--- config.mk ---
export PLATFORM = sky130hd
export DESIGN_NAME = barsh_top
export DESIGN_NICKNAME = d
export VERILOG_FILES = /design/src/rtl/barsh_pkg.sv /design/src/rtl/barsh_amt_decode.sv /design/src/rtl/barsh_net.sv /design/src/rtl/barsh_carry.sv /design/src/rtl/barsh_top.sv
export SDC_FILE = /design/constraint.sdc
export NUM_CORES = 1
export LEC_CHECK = 0
export ABC_AREA = 1
export BUFFER_PORTS_ARGS = -buffer_cell sky130_fd_sc_hd__clkbuf_2
export CAP_MARGIN = 20
export CORE_ASPECT_RATIO = 0.8
export CORE_MARGIN = 3
export CORE_UTILIZATION = 42
export DETAILED_ROUTE_END_ITERATION = 6
export SLEW_MARGIN = 15
export SYNTH_ARGS = -nofsm -noshare
export SYNTH_HDL_FRONTEND = slang
export SYNTH_HIERARCHICAL = 1
export SYNTH_SLANG_ARGS = --single-unit
export TNS_END_PERCENT = 1
--- constraint.sdc ---
create_clock -name vclk -period 4
set_clock_uncertainty 0.1 [all_clocks]
set_input_delay 0.8 -clock vclk [all_inputs]
set_output_delay 0.8 -clock vclk [all_outputs]
set_load 0.01 [all_outputs]
--- src/rtl/barsh_pkg.sv ---
// barsh_pkg: shared kind codes and the distance-class record for the shifter.
// Assumes the kind field is 3 bits wide; codes 6 and 7 are left reserved.
package barsh_pkg;

    localparam logic [2:0] SH_LSL = 3'd0;
    localparam logic [2:0] SH_ASL = 3'd1;
    localparam logic [2:0] SH_LSR = 3'd2;
    localparam logic [2:0] SH_ASR = 3'd3;
    localparam logic [2:0] SH_ROR = 3'd4;
    localparam logic [2:0] SH_RRX = 3'd5;

    // Distance classification relative to the data width.
    typedef struct packed {
        logic is_zero;   // distance is 0
        logic below_w;   // distance < width (includes 0)
        logic equal_w;   // distance == width
        logic above_w;   // distance > width
    } amt_class_t;

endpackage

--- src/rtl/barsh_amt_decode.sv ---
// barsh_amt_decode: sorts the shift distance into zero / in-range / equal
// to width / beyond width, and extracts the low bits used as a stage select.
// Assumes DATA_W is a power of two and AMT_W is wide enough to hold DATA_W.
module barsh_amt_decode
    import barsh_pkg::*;
#(
    parameter int DATA_W = 32,
    parameter int AMT_W  = 8,
    localparam int SH_W  = $clog2(DATA_W)
) (
    input  logic [AMT_W-1:0] amt_i,
    output amt_class_t       cls_o,
    output logic [SH_W-1:0]  low_o
);

    localparam logic [AMT_W-1:0] W_AMT = AMT_W'(DATA_W);

    // Classify the full distance against the word width.
    always_comb begin
        cls_o.is_zero = (amt_i == '0);
        cls_o.below_w = (amt_i < W_AMT);
        cls_o.equal_w = (amt_i == W_AMT);
        cls_o.above_w = (amt_i > W_AMT);
        low_o         = amt_i[SH_W-1:0];
    end

    // Exactly one class applies to any distance.
    always_comb begin
        AST_CLASS_ONEHOT: assert ($onehot({cls_o.is_zero, cls_o.below_w & ~cls_o.is_zero,
                                           cls_o.equal_w, cls_o.above_w}))
            else $error("distance class not unique");
    end

endmodule

--- src/rtl/barsh_net.sv ---
// barsh_net: logarithmic shift network, one stage per distance bit.
// MODE 0 shifts left with zero fill, 1 shifts right with zero fill,
// 2 shifts right copying the top bit, 3 rotates right.
// Assumes dist_i < DATA_W; out-of-range distances are handled by the caller.
module barsh_net #(
    parameter int DATA_W = 32,
    parameter int MODE   = 0,
    localparam int SH_W  = $clog2(DATA_W)
) (
    input  logic [DATA_W-1:0] din_i,
    input  logic [SH_W-1:0]   dist_i,
    output logic [DATA_W-1:0] dout_o
);

    logic [SH_W:0][DATA_W-1:0] stg;
    logic                      sign_b;

    assign sign_b = din_i[DATA_W-1];
    assign stg[0] = din_i;

    genvar k;
    generate
        for (k = 0; k < SH_W; k++) begin : g_stage
            localparam int STEP = 1 << k;
            if (MODE == 0) begin : g_left
                // Stage k: move left by 2^k when its distance bit is set.
                assign stg[k+1] = dist_i[k] ? {stg[k][DATA_W-1-STEP:0], {STEP{1'b0}}} : stg[k];
            end else if (MODE == 1) begin : g_rlog
                // Stage k: move right by 2^k, zeros entering the top.
                assign stg[k+1] = dist_i[k] ? {{STEP{1'b0}}, stg[k][DATA_W-1:STEP]} : stg[k];
            end else if (MODE == 2) begin : g_rari
                // Stage k: move right by 2^k, the original sign entering the top.
                assign stg[k+1] = dist_i[k] ? {{STEP{sign_b}}, stg[k][DATA_W-1:STEP]} : stg[k];
            end else begin : g_rot
                // Stage k: rotate right by 2^k.
                assign stg[k+1] = dist_i[k] ? {stg[k][STEP-1:0], stg[k][DATA_W-1:STEP]} : stg[k];
            end
        end
    endgenerate

    assign dout_o = stg[SH_W];

    // A rotate never changes the number of set bits.
    if (MODE == 3) begin : g_rot_chk
        always_comb begin
            AST_NET_ROT_KEEP: assert ($countones(dout_o) == $countones(din_i))
                else $error("rotate network lost bits");
        end
    end

endmodule

--- src/rtl/barsh_carry.sv ---
// barsh_carry: picks the shifter carry-out for each kind and distance class.
// Assumes the rotate result for the same operand is supplied as rot_msb_i.
module barsh_carry
    import barsh_pkg::*;
#(
    parameter int DATA_W = 32,
    localparam int SH_W  = $clog2(DATA_W)
) (
    input  logic [2:0]        kind_i,
    input  amt_class_t        cls_i,
    input  logic [SH_W-1:0]   low_i,
    input  logic [DATA_W-1:0] din_i,
    input  logic              carry_i,
    input  logic              rot_msb_i,
    output logic              carry_o
);

    logic [SH_W-1:0] up_idx;
    logic [SH_W-1:0] dn_idx;

    // Bit positions of the last bit leaving the top and the bottom.
    always_comb begin
        up_idx = SH_W'(DATA_W - int'(low_i));
        dn_idx = low_i - SH_W'(1);
    end

    // Carry selection per kind; zero distance keeps the incoming carry.
    always_comb begin
        case (kind_i)
            SH_LSL, SH_ASL: begin
                if (cls_i.is_zero)      carry_o = carry_i;
                else if (cls_i.below_w) carry_o = din_i[up_idx];
                else if (cls_i.equal_w) carry_o = din_i[0];
                else                    carry_o = 1'b0;
            end
            SH_LSR: begin
                if (cls_i.is_zero)      carry_o = carry_i;
                else if (cls_i.below_w) carry_o = din_i[dn_idx];
                else if (cls_i.equal_w) carry_o = din_i[DATA_W-1];
                else                    carry_o = 1'b0;
            end
            SH_ASR: begin
                if (cls_i.is_zero)      carry_o = carry_i;
                else if (cls_i.below_w) carry_o = din_i[dn_idx];
                else                    carry_o = din_i[DATA_W-1];
            end
            SH_ROR:  carry_o = cls_i.is_zero ? carry_i : rot_msb_i;
            SH_RRX:  carry_o = din_i[0];
            default: carry_o = carry_i;
        endcase
    end

endmodule

--- src/rtl/barsh_top.sv ---
// barsh_top: combinational operand shifter with carry-out in front of an ALU.
// Sorts the distance, runs four shift networks in parallel, then selects the
// result by kind and distance class. Assumes DATA_W is a power of two.
module barsh_top
    import barsh_pkg::*;
#(
    parameter int DATA_W = 32,
    parameter int AMT_W  = 8
) (
    input  logic [DATA_W-1:0] opnd_i,
    input  logic [2:0]        kind_i,
    input  logic [AMT_W-1:0]  amt_i,
    input  logic              carry_i,
    output logic [DATA_W-1:0] result_o,
    output logic              carry_o
);

    localparam int SH_W = $clog2(DATA_W);
    localparam logic [AMT_W-1:0] W_AMT = AMT_W'(DATA_W);

    amt_class_t        cls;
    logic [SH_W-1:0]   low;
    logic [DATA_W-1:0] lsl_q;
    logic [DATA_W-1:0] lsr_q;
    logic [DATA_W-1:0] asr_q;
    logic [DATA_W-1:0] ror_q;

    barsh_amt_decode #(.DATA_W(DATA_W), .AMT_W(AMT_W)) u_dec (
        .amt_i (amt_i),
        .cls_o (cls),
        .low_o (low)
    );

    barsh_net #(.DATA_W(DATA_W), .MODE(0)) u_lsl (.din_i(opnd_i), .dist_i(low), .dout_o(lsl_q));
    barsh_net #(.DATA_W(DATA_W), .MODE(1)) u_lsr (.din_i(opnd_i), .dist_i(low), .dout_o(lsr_q));
    barsh_net #(.DATA_W(DATA_W), .MODE(2)) u_asr (.din_i(opnd_i), .dist_i(low), .dout_o(asr_q));
    barsh_net #(.DATA_W(DATA_W), .MODE(3)) u_ror (.din_i(opnd_i), .dist_i(low), .dout_o(ror_q));

    barsh_carry #(.DATA_W(DATA_W)) u_cy (
        .kind_i    (kind_i),
        .cls_i     (cls),
        .low_i     (low),
        .din_i     (opnd_i),
        .carry_i   (carry_i),
        .rot_msb_i (ror_q[DATA_W-1]),
        .carry_o   (carry_o)
    );

    // Result selection per kind and distance class.
    always_comb begin
        case (kind_i)
            SH_LSL, SH_ASL: result_o = cls.is_zero ? opnd_i : (cls.below_w ? lsl_q : '0);
            SH_LSR:         result_o = cls.is_zero ? opnd_i : (cls.below_w ? lsr_q : '0);
            SH_ASR:         result_o = cls.is_zero ? opnd_i :
                                       (cls.below_w ? asr_q : {DATA_W{opnd_i[DATA_W-1]}});
            SH_ROR:         result_o = ror_q;
            SH_RRX:         result_o = {carry_i, opnd_i[DATA_W-1:1]};
            default:        result_o = opnd_i;
        endcase
    end

    // Port-level relations between operand, kind, distance and outputs.
    always_comb begin
        if (amt_i == '0 && kind_i != SH_RRX) begin
            AST_ZERO_PASS: assert (result_o == opnd_i && carry_o == carry_i)
                else $error("zero distance altered data");
        end
        if (kind_i == SH_RRX) begin
            AST_RRX_EXT: assert (result_o[DATA_W-1] == carry_i && carry_o == opnd_i[0])
                else $error("extend rotate wrong");
        end
        if (kind_i == SH_ROR && amt_i != '0) begin
            AST_ROR_CARRY: assert (carry_o == result_o[DATA_W-1] &&
                                   $countones(result_o) == $countones(opnd_i))
                else $error("rotate carry wrong");
        end
        if ((kind_i == SH_LSL || kind_i == SH_ASL || kind_i == SH_LSR) && amt_i > W_AMT) begin
            AST_FLUSH_ZERO: assert (result_o == '0 && !carry_o)
                else $error("beyond-width shift not flushed");
        end
        if (kind_i == SH_ASR && amt_i >= W_AMT) begin
            AST_ASR_SAT: assert (($countones(result_o) == 0 || $countones(result_o) == DATA_W) &&
                                 carry_o == result_o[0] && carry_o == opnd_i[DATA_W-1])
                else $error("arithmetic saturation wrong");
        end
    end

endmodule

==> results.md <==
Finish:
- The number of cells in the finished layout apart from fillers is around 2.7k.
- The library cell used most frequently in the layout, excluding fill and tap cells, is nand3_1.
- The number of diodes added for antenna fixing is 0.
- The layout filler cell count is about 3.0k.
- The net count of the finished layout is about 2.4k.
- The end-of-flow core utilization is 0.476.
- The final standard cell area without fillers is approximately 12000 µm².
- The clock buffer count in the final layout is 0.
- The area taken by flip-flops and latches is 0 µm².
- The layout cell share with drive strength beyond 1 is 0.145.
- In the finished design the tool counted flip-flops and latches totalling 0.
- Leaving out fill and tap cells, the most frequent cells in the layout are 911 x nand3_1, 882 x nand2_1, 126 x buf_4.
- The growth of design area from synthesis to finish is 10.4%.

Floorplanning:
- The floorplan step set the die height to roughly 150 µm.
- The initialized floorplan defines 52 standard-cell rows.
- The region available for standard cell placement spans roughly 26000 µm².
- During I/O placement, the number of pins put on the boundary was 77.
- The die extent in x is about 190 µm.
- The die area is 28100 µm².
- The initial core utilization is 0.431.

Power and ir drop:
- The share of total power dissipated in sequential elements is 0.
- For this design the static power due to leakage is roughly 6.5 nW.
- For this design the ratio of total power to cell area is 140 nW/µm².
- The switching component of the power is 1.16 mW.
- The switching power share of the total is 0.688.
- The share of total power dissipated in the clock network is 0.
- Of the total power, combinational logic draws 1.000.
- The worst ir drop on vdd is roughly 0.11 mV.
- The design draws 1.69 mW.
- The internal portion of total power is roughly 530 µW.

Setup path:
- The master of the slowest instance on the critical path is buf_4.
- The biggest fanout along the worst timing path is 26.
- The critical path starts at amt_i[0].
- In this design, the stage delay of the slowest critical-path cell is about 0.25 ns.
- The count of cell instances traversed by the critical path is 16.
- The kind of capture point of the worst setup path is a primary output.
- Walking the worst path, the cells encountered are buf_8 -> buf_4 -> nand2_1 -> nand3_1 -> nand3_1 -> nand3_1 -> nand2_1 -> nor2_1 -> buf_4 -> nand2_1 -> nand2_1 -> nand2_1 -> nand3_1 -> nand2_1 -> a21oi_1 -> clkbuf_2.
- The cell with the most instances on the worst path is nand2_1.
- The data arrival time of the critical path is between 3 and 4 ns.
- On the critical path the largest part of the delay comes from simple AND/OR/NAND/NOR gates.
- The endpoint of the most critical setup path is result_o[19].
- By startpoint and endpoint, the worst setup path is classified as in -> out.
- The buffering stage count on the worst path with inverters included is 4.
- The required time at the endpoint of the critical path is 3.10 ns.
- STA classifies the critical path startpoint as an input pin.

Place:
- Counting tap cells, the placed design contains a total of 2742 instances.
- The number of buffers inserted by port buffering is 77.
- The pre-CTS worst setup slack is roughly 0.13 ns.
- The area of placed instances is approximately 12000 µm².
- The routability congestion estimate from global placement is around 1.1.
- Summed over all nets, the half-perimeter wirelength after detailed placement is around 45000 µm.

GRT:
- The global routing usage summed across all routing layers is 0.397.
- The via count of the first global-routing pass came to 14.8k.
- The first-pass GRT wire length is slightly below 90000 µm.
- The maximum number of pins on one net before global-route repair is 46.
- The total grt overflow is 0.
- The initial antenna violation count is 2.

STA:
- Measured against its own limit, the worst slew margin works out to 0.591.
- The final critical-path share of the clock period is 0.982.
- The worst path setup slack after routing is 0.0739 ns.
- The count of final max-slew check failures is 0.
- The minimum clock period is 3.93 ns.
- The measured slew at the worst slew-check pin is between 0.6 and 0.7 ns.
- Setup repair after global routing left no endpoint under its margin.
- Final hold analysis gives a worst-case slack of between 1.5 and 2 ns.
- The highest clock rate is ~250 MHz.
- The setup TNS after final layout is 0 ns.
- The number of hold-slack violations in the final timing report is 0.
- The number of endpoints failing setup at the final stage is 0.

Yosys:
- The number of synthesis warnings is 6.
- After technology mapping, the gate count stands at 2355.
- Summing every instance area after synthesis gives around 11000 µm².
- The synthesized net count is around 2.4k.
- The average size of a mapped cell is about 4.7 µm².

Route:
- In the routed design, unresolved DRC markers number 5.
- The post-detailed-route wirelength per cell is between 20 and 25 µm.
- In this run the remaining antenna-violating nets after routing total 0.
- After detailed routing, the number of vias per cell comes to about 6.3.
- After the first detailed-routing iteration, the DRC count stood at 3130.
- The total wire length is 59500 µm.
- For this run, the detailed router's first-pass iteration total came to 7.
- Detailed routing inserted a total of 17.3k vias.

CTS:
- The post-cts resize count is 0.
- The count of buffers added by post-CTS timing repair for setup is 0.
- The number of hold buffers added after CTS was 0.

Run:
- The reported max-cap violation count is 0.

Status:
- The checks that failed: DRC.
- The flow ran to the end, but the final reports show violations.

Hold path:
- The worst min-delay path class is in -> out.
[tightest hold or removal path: stages]
cell      delay [ns]
clkbuf_2        0.14
nand2_1         0.08
nand3_1         0.07
clkbuf_2        0.13
[layout make-up]
| class | count | area, µm² | share of cell area |
|---|---|---|---|
| repair buffers | 221 | 1770 | 0.146 |
| well taps | 351 | 439 | 0.0362 |
| inverters | 79 | 317 | 0.0261 |
| multi-input cells | 2091 | 9600 | 0.792 |
[layer usage]
layer  vias to the layer above  GRT usage  wire length (µm)
met1                      7810      0.562             24800
met2                      1318      0.554             23000
met4                        10      0.130              2170
met3                       185      0.137              9320
li1                       7949          -                 -
met5                         -     0.0280               142
[power groups by stage]
stage / sequential, mW / combinational [mW] / clock, mW
after global routing: 0 / 1.81 / 0
final: 0 / 1.69 / 0
after global placement: 0 / 1.61 / 0
after CTS: 0 / 1.62 / 0
after floorplan: 0 / 1.05 / 0
after detailed placement: 0 / 1.61 / 0
[worst min path at each step]
stage	slack [ns]	cells past startpoint	endpoint	from
floorplan	1.64	2	result_o[31]	opnd_i[31]
global placement	1.91	4	carry_o	carry_i
detailed placement	1.91	4	carry_o	carry_i
CTS	1.91	4	carry_o	carry_i
global route	1.96	4	carry_o	carry_i
finish	1.92	4	carry_o	carry_i
(Power assumes the default switching activity.)
